==> src/rtl/rtc_cal_pkg.sv <==
package rtc_cal_pkg;

  localparam int BYTE_W = 8;
  localparam int SEL_W  = 4;
  localparam int DIV_W  = 3;
  localparam logic [DIV_W-1:0] RUN_CODE = 3'b010;

  typedef logic [BYTE_W-1:0] byte_t;

  // field select codes (host write decode)
  localparam logic [SEL_W-1:0] SEL_SEC   = 4'd0;
  localparam logic [SEL_W-1:0] SEL_MIN   = 4'd1;
  localparam logic [SEL_W-1:0] SEL_HOUR  = 4'd2;
  localparam logic [SEL_W-1:0] SEL_WDAY  = 4'd3;
  localparam logic [SEL_W-1:0] SEL_MDAY  = 4'd4;
  localparam logic [SEL_W-1:0] SEL_MON   = 4'd5;
  localparam logic [SEL_W-1:0] SEL_YEAR  = 4'd6;
  localparam logic [SEL_W-1:0] SEL_ASEC  = 4'd7;

  typedef struct packed {
    byte_t sec;
    byte_t min;
    byte_t hour;
    byte_t wday;
    byte_t mday;
    byte_t mon;
    byte_t year;
  } cal_t;

  localparam cal_t CAL_RESET = '{sec: 8'd0, min: 8'd0, hour: 8'd0,
                                 wday: 8'd1, mday: 8'd1, mon: 8'd1,
                                 year: 8'd0};

  // register byte -> binary value
  function automatic byte_t from_fmt(byte_t b, logic bin);
    byte_t tens;
    byte_t ones;
    tens = {4'd0, b[7:4]};
    ones = {4'd0, b[3:0]};
    return bin ? b : byte_t'(tens * 8'd10 + ones);
  endfunction

  // binary value -> register byte
  function automatic byte_t to_fmt(byte_t v, logic bin);
    byte_t t;
    byte_t o;
    t = v / 8'd10;
    o = v % 8'd10;
    return bin ? v : {t[3:0], o[3:0]};
  endfunction

  function automatic byte_t hour_from_fmt(byte_t b, logic bin, logic h24);
    byte_t h;
    h = from_fmt({1'b0, b[6:0]}, bin);
    if (!h24) begin
      if (h == 8'd12) h = 8'd0;
      if (b[7])       h = h + 8'd12;
    end
    return h;
  endfunction

  function automatic byte_t hour_to_fmt(byte_t h, logic bin, logic h24);
    byte_t h12;
    byte_t r;
    if (h24) begin
      r = to_fmt(h, bin);
    end else begin
      h12 = h % 8'd12;
      if (h12 == 8'd0) h12 = 8'd12;
      r = to_fmt(h12, bin);
      if (h >= 8'd12) r[7] = 1'b1;
    end
    return r;
  endfunction

  // year taken as 2000 + value: multiple of 4 is the whole leap rule
  function automatic byte_t month_days(byte_t mon, byte_t year);
    byte_t d;
    case (mon)
      8'd2:                     d = (year[1:0] == 2'b00) ? 8'd29 : 8'd28;
      8'd4, 8'd6, 8'd9, 8'd11:  d = 8'd30;
      default:                  d = 8'd31;
    endcase
    return d;
  endfunction

  function automatic cal_t next_second(cal_t c);
    cal_t n;
    n = c;
    if (c.sec >= 8'd59) begin
      n.sec = 8'd0;
      if (c.min >= 8'd59) begin
        n.min = 8'd0;
        if (c.hour >= 8'd23) begin
          n.hour = 8'd0;
          n.wday = (c.wday >= 8'd7) ? 8'd1 : c.wday + 8'd1;
          if (c.mday >= month_days(c.mon, c.year)) begin
            n.mday = 8'd1;
            if (c.mon >= 8'd12) begin
              n.mon  = 8'd1;
              n.year = (c.year >= 8'd99) ? 8'd0 : c.year + 8'd1;
            end else begin
              n.mon = c.mon + 8'd1;
            end
          end else begin
            n.mday = c.mday + 8'd1;
          end
        end else begin
          n.hour = c.hour + 8'd1;
        end
      end else begin
        n.min = c.min + 8'd1;
      end
    end else begin
      n.sec = c.sec + 8'd1;
    end
    return n;
  endfunction

endpackage

==> src/rtl/rtc_time_core.sv <==
// Binary shadow of the calendar; host writes are decoded with the live format.
module rtc_time_core
  import rtc_cal_pkg::*;
(
  input  logic             clk,
  input  logic             rst_n,
  input  logic             wr_en,
  input  logic [SEL_W-1:0] wr_sel,
  input  byte_t            wr_data,
  input  logic             mode_bin,
  input  logic             mode_24h,
  input  logic             commit,
  output cal_t             nxt_o
);

  cal_t cur_q;

  always_comb nxt_o = next_second(cur_q);

  always_ff @(posedge clk) begin
    if (!rst_n) begin
      cur_q <= CAL_RESET;
    end else if (wr_en) begin
      case (wr_sel)
        SEL_SEC:  cur_q.sec  <= from_fmt(wr_data, mode_bin);
        SEL_MIN:  cur_q.min  <= from_fmt(wr_data, mode_bin);
        SEL_HOUR: cur_q.hour <= hour_from_fmt(wr_data, mode_bin, mode_24h);
        SEL_WDAY: cur_q.wday <= from_fmt(wr_data, mode_bin);
        SEL_MDAY: cur_q.mday <= from_fmt(wr_data, mode_bin);
        SEL_MON:  cur_q.mon  <= from_fmt(wr_data, mode_bin);
        SEL_YEAR: cur_q.year <= from_fmt(wr_data, mode_bin);
        default:  ;
      endcase
    end else if (commit) begin
      cur_q <= nxt_o;
    end
  end

endmodule

==> src/rtl/rtc_display_regs.sv <==
// Visible register bytes: raw host bytes, or the formatted next time on commit.
module rtc_display_regs
  import rtc_cal_pkg::*;
(
  input  logic             clk,
  input  logic             rst_n,
  input  logic             wr_en,
  input  logic [SEL_W-1:0] wr_sel,
  input  byte_t            wr_data,
  input  logic             mode_bin,
  input  logic             mode_24h,
  input  logic             commit,
  input  cal_t             nxt_i,
  output cal_t             fmt_o,
  output cal_t             disp_o
);

  always_comb begin
    fmt_o.sec  = to_fmt(nxt_i.sec,  mode_bin);
    fmt_o.min  = to_fmt(nxt_i.min,  mode_bin);
    fmt_o.hour = hour_to_fmt(nxt_i.hour, mode_bin, mode_24h);
    fmt_o.wday = to_fmt(nxt_i.wday, mode_bin);
    fmt_o.mday = to_fmt(nxt_i.mday, mode_bin);
    fmt_o.mon  = to_fmt(nxt_i.mon,  mode_bin);
    fmt_o.year = to_fmt(nxt_i.year, mode_bin);
  end

  always_ff @(posedge clk) begin
    if (!rst_n) begin
      disp_o <= CAL_RESET;
    end else if (wr_en) begin
      case (wr_sel)
        SEL_SEC:  disp_o.sec  <= wr_data;
        SEL_MIN:  disp_o.min  <= wr_data;
        SEL_HOUR: disp_o.hour <= wr_data;
        SEL_WDAY: disp_o.wday <= wr_data;
        SEL_MDAY: disp_o.mday <= wr_data;
        SEL_MON:  disp_o.mon  <= wr_data;
        SEL_YEAR: disp_o.year <= wr_data;
        default:  ;
      endcase
    end else if (commit) begin
      disp_o <= fmt_o;
    end
  end

endmodule

==> src/rtl/rtc_alarm_match.sv <==
// Alarm bytes and their comparison against the formatted next time.
module rtc_alarm_match
  import rtc_cal_pkg::*;
#(
  parameter int ALARM_N = 3
) (
  input  logic             clk,
  input  logic             rst_n,
  input  logic             wr_en,
  input  logic [SEL_W-1:0] wr_sel,
  input  byte_t            wr_data,
  input  byte_t            sec_i,
  input  byte_t            min_i,
  input  byte_t            hour_i,
  output logic             match_o
);

  byte_t             field [ALARM_N];
  byte_t             alarm_q [ALARM_N];
  logic [ALARM_N-1:0] hit;

  assign field[0] = sec_i;
  assign field[1] = min_i;
  assign field[2] = hour_i;

  for (genvar i = 0; i < ALARM_N; i++) begin : g_alarm
    localparam logic [SEL_W-1:0] MY_SEL = SEL_ASEC + SEL_W'(i);

    always_ff @(posedge clk) begin
      if (!rst_n)                        alarm_q[i] <= '0;
      else if (wr_en && wr_sel == MY_SEL) alarm_q[i] <= wr_data;
    end

    assign hit[i] = (alarm_q[i][7:6] == 2'b11) || (alarm_q[i] == field[i]);
  end

  assign match_o = &hit;

endmodule

==> src/rtl/rtc_update_seq.sv <==
// Update cycle sequencer: gating, in-progress window, commit and flag strobes.
module rtc_update_seq
  import rtc_cal_pkg::*;
#(
  parameter int UIP_DELAY = 8
) (
  input  logic             clk,
  input  logic             rst_n,
  input  logic             tick,
  input  logic [DIV_W-1:0] divider_sel,
  input  logic             mode_set,
  input  logic             wr_en,
  input  logic             alarm_match,
  input  logic             alarm_ie,
  input  logic             update_ie,
  output logic             uip_o,
  output logic             commit_o,
  output logic             af_set_o,
  output logic             uf_set_o,
  output logic             irq_set_o
);

  localparam int CNT_W = (UIP_DELAY > 1) ? $clog2(UIP_DELAY) : 1;
  localparam logic [CNT_W-1:0] LAST = CNT_W'(UIP_DELAY - 1);

  typedef enum logic {S_IDLE, S_WAIT} seq_e;

  seq_e             state_q;
  logic [CNT_W-1:0] cnt_q;

  assign uip_o    = (state_q == S_WAIT);
  // a host write owns the registers this cycle; the commit slips by one
  assign commit_o = uip_o && !mode_set && (cnt_q == LAST) && !wr_en;

  always_ff @(posedge clk) begin
    if (!rst_n) begin
      state_q   <= S_IDLE;
      cnt_q     <= '0;
      af_set_o  <= 1'b0;
      uf_set_o  <= 1'b0;
      irq_set_o <= 1'b0;
    end else begin
      af_set_o  <= commit_o && alarm_match;
      uf_set_o  <= commit_o;
      irq_set_o <= commit_o && ((alarm_match && alarm_ie) || update_ie);
      case (state_q)
        S_IDLE: begin
          if (tick && !mode_set && divider_sel == RUN_CODE) begin
            state_q <= S_WAIT;
            cnt_q   <= '0;
          end
        end
        S_WAIT: begin
          if (mode_set) begin
            state_q <= S_IDLE;
          end else if (cnt_q == LAST) begin
            if (!wr_en) state_q <= S_IDLE;
          end else begin
            cnt_q <= cnt_q + 1'b1;
          end
        end
        default: state_q <= S_IDLE;
      endcase
    end
  end

endmodule

==> src/rtl/rtc_calendar_unit.sv <==
module rtc_calendar_unit
  import rtc_cal_pkg::*;
#(
  parameter int UIP_DELAY = 8
) (
  input  logic        clk,
  input  logic        rst_n,
  input  logic        tick_1hz,
  input  logic [2:0]  divider_sel,
  input  logic        mode_set,
  input  logic        mode_bin,
  input  logic        mode_24h,
  input  logic        alarm_ie,
  input  logic        update_ie,
  input  logic        wr_en,
  input  logic [3:0]  wr_sel,
  input  logic [7:0]  wr_data,
  output logic [7:0]  sec_o,
  output logic [7:0]  min_o,
  output logic [7:0]  hour_o,
  output logic [7:0]  wday_o,
  output logic [7:0]  mday_o,
  output logic [7:0]  month_o,
  output logic [7:0]  year_o,
  output logic        uip_o,
  output logic        af_set_o,
  output logic        uf_set_o,
  output logic        irq_set_o
);

  cal_t nxt_bin;
  cal_t nxt_fmt;
  cal_t disp;
  logic commit;
  logic alarm_match;

  rtc_update_seq #(.UIP_DELAY(UIP_DELAY)) i_seq (
    .clk         (clk),
    .rst_n       (rst_n),
    .tick        (tick_1hz),
    .divider_sel (divider_sel),
    .mode_set    (mode_set),
    .wr_en       (wr_en),
    .alarm_match (alarm_match),
    .alarm_ie    (alarm_ie),
    .update_ie   (update_ie),
    .uip_o       (uip_o),
    .commit_o    (commit),
    .af_set_o    (af_set_o),
    .uf_set_o    (uf_set_o),
    .irq_set_o   (irq_set_o)
  );

  rtc_time_core i_core (
    .clk      (clk),
    .rst_n    (rst_n),
    .wr_en    (wr_en),
    .wr_sel   (wr_sel),
    .wr_data  (wr_data),
    .mode_bin (mode_bin),
    .mode_24h (mode_24h),
    .commit   (commit),
    .nxt_o    (nxt_bin)
  );

  rtc_display_regs i_disp (
    .clk      (clk),
    .rst_n    (rst_n),
    .wr_en    (wr_en),
    .wr_sel   (wr_sel),
    .wr_data  (wr_data),
    .mode_bin (mode_bin),
    .mode_24h (mode_24h),
    .commit   (commit),
    .nxt_i    (nxt_bin),
    .fmt_o    (nxt_fmt),
    .disp_o   (disp)
  );

  rtc_alarm_match #(.ALARM_N(3)) i_alarm (
    .clk     (clk),
    .rst_n   (rst_n),
    .wr_en   (wr_en),
    .wr_sel  (wr_sel),
    .wr_data (wr_data),
    .sec_i   (nxt_fmt.sec),
    .min_i   (nxt_fmt.min),
    .hour_i  (nxt_fmt.hour),
    .match_o (alarm_match)
  );

  assign sec_o   = disp.sec;
  assign min_o   = disp.min;
  assign hour_o  = disp.hour;
  assign wday_o  = disp.wday;
  assign mday_o  = disp.mday;
  assign month_o = disp.mon;
  assign year_o  = disp.year;

endmodule

==> config.mk <==
export PLATFORM = sky130hd
export DESIGN_NAME = rtc_calendar_unit
export DESIGN_NICKNAME = d
export VERILOG_FILES = /design/src/rtl/rtc_cal_pkg.sv /design/src/rtl/rtc_time_core.sv /design/src/rtl/rtc_display_regs.sv /design/src/rtl/rtc_alarm_match.sv /design/src/rtl/rtc_update_seq.sv /design/src/rtl/rtc_calendar_unit.sv
export SDC_FILE = /design/constraint.sdc
export NUM_CORES = 1
export LEC_CHECK = 0
export ABC_AREA = 1
export CORE_AREA = 4 4 160 162
export DETAILED_ROUTE_END_ITERATION = 12
export DIE_AREA = 0 0 164 166
export PLACE_DENSITY = 0.67
export SLEW_MARGIN = 20
export SYNTH_ARGS = -nofsm -noshare
export SYNTH_HDL_FRONTEND = slang
export SYNTH_SLANG_ARGS = --single-unit
==> constraint.sdc <==
create_clock -name clk -period 5.3 [get_ports clk]
set_clock_uncertainty 0.15 [all_clocks]
set_input_delay 0.795 -clock clk [delete_from_list [all_inputs] [get_ports clk]]
set_output_delay 0.795 -clock clk [all_outputs]
set_load 0.005 [all_outputs]
**After elaboration in Yosys (flattened, before gate mapping)**

Memory sizes are Yosys's and may differ from the RTL's.
Index checks and enable logic that the tools add are counted.

- Register bits: 119
- Memory bits (writable): 24
- Output and inout port bits: 60
- Memories: 1

- Add/sub/neg operators: 11
- Multipliers: 2
- Div/mod/pow operators: 17
- Order comparisons: 8
- Equal/unequal tests: 33
- Mux-type cells: 78
- Bitwise gates (word level): 4
- Reduce and logical (&&, ||, !) cells: 31

Memories:

| name | depth | bits a word | rd ports | clocked after Yosys merged registers in | write ports | line | source |
|---|---|---|---|---|---|---|---|
| i_alarm.alarm_q | 3 | 8 | 3 | 0 | 3 | rtc_alarm_match.sv:19 | `byte_t alarm_q [ALARM_N];` |

Operators by type and width:

| operator | number |
|---|---|
| two-way mux 8 bit | 48 |
| two-way mux 56 bit | 4 |
| modulo 8 x 4 -> 8 bit (second input constant) | 9 |
| divider 8 x 4 -> 8 bit (second input constant) | 8 |
| adder 8 x 1 -> 8 bit (second input constant) | 7 |
| two-way mux 48 bit | 1 |
| two-way mux 40 bit | 1 |
| two-way mux 32 bit | 1 |
| equality test 8 x 4 -> 1 bit (second input constant) | 3 |
| equality test 8 bit | 3 |
| equality test 4 x 3 -> 1 bit (second input constant) | 4 |
| equality test 8 x 3 -> 1 bit (second input constant) | 2 |
| greater-or-equal comparator 8 x 4 -> 1 bit (second input constant) | 2 |
| greater-or-equal comparator 8 x 6 -> 1 bit (second input constant) | 2 |
| two-way mux 1 bit | 16 |
| two-way mux 16 bit | 1 |
| inequality test 2 x 1 -> 1 bit (second input constant) | 8 |
| one-hot mux 8 bit (2 select lines) | 1 |
| AND reduction 2 bit | 7 |
| logical AND 1 bit | 11 |
| two-way mux 3 bit | 3 |
| adder 7 x 4 -> 8 bit | 1 |
| adder 8 x 4 -> 8 bit | 1 |
| adder 8 x 4 -> 8 bit (second input constant) | 1 |
| other kinds (27) | 39 |

**Depth between registers and ports, before layout**

- Depth in word-level cells: 25
- Depth in mapped cells: 43

**Cells and area by module**

A second synthesis with hierarchy kept.

- Cell total of the unflattened synthesis: 1910
- Area total of the unflattened synthesis: 11896.4 um2

Modules (own cells, without submodules):

| module | instances | cells each | area each (um2) |
|---|---|---|---|
| rtc_display_regs | 1 | 1013 | 5793.1 |
| rtc_time_core | 1 | 697 | 4421.7 |
| rtc_alarm_match | 1 | 151 | 1327.5 |
| rtc_update_seq | 1 | 49 | 354.1 |

**Worst setup path before layout**

No wires, ideal clock.

- Kind: register -> register
- Start point: register i_disp.disp_o[8] (netlist name)
- End point: register i_disp.disp_o[19] (netlist bit)
- Data arrival time: 4.010 ns
- Data required time: 5.084 ns
- Slack: 1.074 ns
- Stages on the path, launching flop included: 40
- Buffers on the path: 0
- Cell sequence: dfxtp_1 > inv_1 > ha_1 > inv_1 > o41ai_1 > inv_1 > ha_1 > o21ai_0 > nand2_1 > nand3_1 > nand2_1 > nor2_2 > nand3_1 > o21ai_1 > inv_1 > nand2_2 > nor2_2 > nor2_2 > [4 not listed] > xor2_1 > nand2_2 > nand2_1 > nand2_1 > nand3_2 > nand2_2 > nand2_2 > nand2_1 > nand2_1 > inv_1 > ha_1 > inv_1 > nand2_1 > nand2_1 > nand2_1 > nand3_1 > nand2_1 > a21oi_2

RTL lines:

| item | line | source |
|---|---|---|
| to (signal assigned) | rtc_display_regs.sv:43 | `disp_o <= fmt_o;` |
| to (decl) | rtc_display_regs.sv:15 | `output cal_t disp_o` |

==> out/metrics.cfg <==
[outcome]
status=finished, final reports clean

[synth]
synth_top_cell_by_area=dfxtp_1
synthesis.nets=1730
yosysWarnings=0
syn_area_sq_um=10780
synthCells=1671
async_flop_share_pct=0
yosysSeqAreaShare_pct=27.68
ys_types=61
yosys-top-cells-area=dfxtp_1 (21%), nand2_1 (14%), inv_1 (7.5%), o21ai_0 (7.2%), edfxtp_1 (6.7%)
synth.top_cell.area_share_pct=20.99
ys_seq_elements=137
ys.flop_type=dfxtp_1
syn_avg_cell_area_sq_um=6.450
synth_edf_count=24

[finish]
drive_gt1_share_pct=9.936
layout_common_cells=nand2_1 (397), inv_1 (213), o21ai_0 (153)
nNetsFinal=1777
antennaDiodeCount=0
final_common_cell=nand2_1
final_util_pct=51.54
area_growth_pct=15.27
stdcell_count=2055

[clocking]
clk_latency_ns=0.43
cts.clk_slew.worst_paths_ns=0.06
cts_buffers=17
clock-sinks=137
cts_max_level=4
cts_tree=done
cts_root_buf=clkbuf_16
clock_path_buffers=2
cts_setup_buffers=0

[setup_path]
slowest_delay_ns=0.42
critPathTopFamily=simple AND/OR/NAND/NOR gates
path_max_fanout=6
crit_type=register to register
worst_path_max_delay_cell=dfxtp_1
path_common_cell=nand2_1
worst_setup_path_start_kind=register
crit_buf_inv=5
crit_arrival_ns=4.87
critPathRequiredTime_ns=5.47
endpoint_kind=register

[placed_design]
place_ws_ns=0.5758
dp_hpwl_um=24330
dp.cells=2023
gp_congestion=0.9312
io_buffers=83

[power]
p_leak_nw=5.874
power_density_nw_per_um2=237.5
peakVddDrop_mv=0.1676

[floorplanning]
dieArea_sq_um=27220
top_level_ports=84
coreArea_sq_um=24110
initial_core_util_pct=44.71
die_x_um=164
num_rows=57
die_h_um=166

[timing]
tightest_slew_ns=0.9299
fin_ws_ns=0.6023
maxSlewViolCount=0
holdWs_ns=0.3317
setup_tns_ns=0
setup_viol=0
fmax_ghz=0.2129
hold_viol_final=0
rsz0062_at_grt=no
fin_crit_sh_pct=88.64
period_minus_slack_ns=4.698
slew_headroom_pct=37.85

[routing]
wl_um=34220
drt_iter0_markers=890
dr_total_vias=11250
first_pass_iters=5
via_per_inst=5.475
wl_per_cell_um=16.65
route.detailed.drc=0
ant_nets=0

[grt]
grt_max_degree=67
overflow=0
first_global_vias=10270
grt_util_all_layers_pct=24.71
grt_first_pass_wirelength_um=54000
antenna_found_initial=0

[worst_hold_path]
hold_path.class=register to register

[job]
drv_cap=0

worst min-delay path, stage by stage (launching register included):
cell	delay, ns
dfxtp_1	0.32
nand2_1	0.06
a21oi_1	0.05
power breakdown:
part / total (W) / leakage, nW / internal (W) / switching, W
combinational: 0.000496 / 4.42 / 0.000162 / 0.000334
clock: 0.00135 / 0.313 / 0.000837 / 0.000508
sequential: 0.00111 / 1.14 / 0.00109 / 0.0000213
total: 0.00295 / 5.87 / 0.00209 / 0.000864
worst paths after layout:
kind                    startpoint           endpoint  slack [ns]  cells past startpoint
setup / recovery  i_disp.disp_o[0]  i_disp.disp_o[19]        0.60                     38
hold reg to reg   i_core.cur_q[38]   i_core.cur_q[38]        0.33                      2
setup reg to reg  i_disp.disp_o[0]  i_disp.disp_o[19]        0.60                     38
hold / removal    i_core.cur_q[38]   i_core.cur_q[38]        0.33                      2
synth_stat cells (6+ instances only):
cell type and count:
nand3b_1 6, ha_1 33, inv_2 17, xnor2_1 6
o21ai_0 154, nand3_1 143, o21ai_1 15, inv_1 215
nor2_1 113, dfxtp_1 113, nand4_1 16, nor3_1 19
edfxtp_1 24, nand3_2 14, nand2_1 398, xor2_1 26
a31oi_1 92, buf_2 7, or2_2 10, buf_4 9
o211ai_1 11, nand2_4 8, clkbuf_1 43, a21oi_1 51
nand2_2 41, o31ai_1 7, nor2_2 9
layer usage:
layer	global-route usage, %	wire [um]	vias to the layer above
li1	-	-	5670
met4	6.966	817	0
met3	3.698	2100	53
met2	40.54	15870	349
met5	0	0	-
met1	33.78	15430	5179
sequential cells by signal, summed over array words and instances, names as in the netlist:
signal and count:
i_alarm.alarm_q 24, i_seq.uf_set_o 1, i_seq.af_set_o 1, i_seq.uip_o 1, i_disp.disp_o 56, i_seq.cnt_q 3
i_core.cur_q 50, i_seq.irq_set_o 1
what timing repair did:
action / CTS / global route
hold buffers: 0 / 0
endpoints found under the setup margin: 0 / 2
resized for setup: 0 / 3
hold endpoints to repair: 0 / 0
cell families (layout without fill, tap and decap cells):
kind of cell	after synthesis	after routing	synth area share [%]
buffers and inverters	305	365	11.40
flip-flops	137	137	27.68
adder cells (fa/ha/maj)	35	35	4.203
XOR/XNOR	34	34	2.902
AND/OR/NAND/NOR	787	787	33.36
AO/OA/AOI/OAI	373	373	20.46
through the flow:
step           cell area, sq um  power (W)
2_1_floorplan             10780   0.001466
3_3_place_gp              11770   0.001614
3_5_place_dp              11770   0.001620
4_1_cts                   12420   0.002956
5_1_grt                   12420   0.003069
6_report                  12420   0.002950
layout make-up:
class | count | area, sq um
tap | 324 | 405.4
fill | 2419 | 11680
timing repair buffer | 93 | 900.9
inverter | 240 | 910.9
clock buffer | 17 | 425.4
multi-input combinational | 1229 | 6574
sequential | 137 | 2983
clock inverter | 15 | 224.0
No activity file was read; power rests on OpenSTA's default activity.
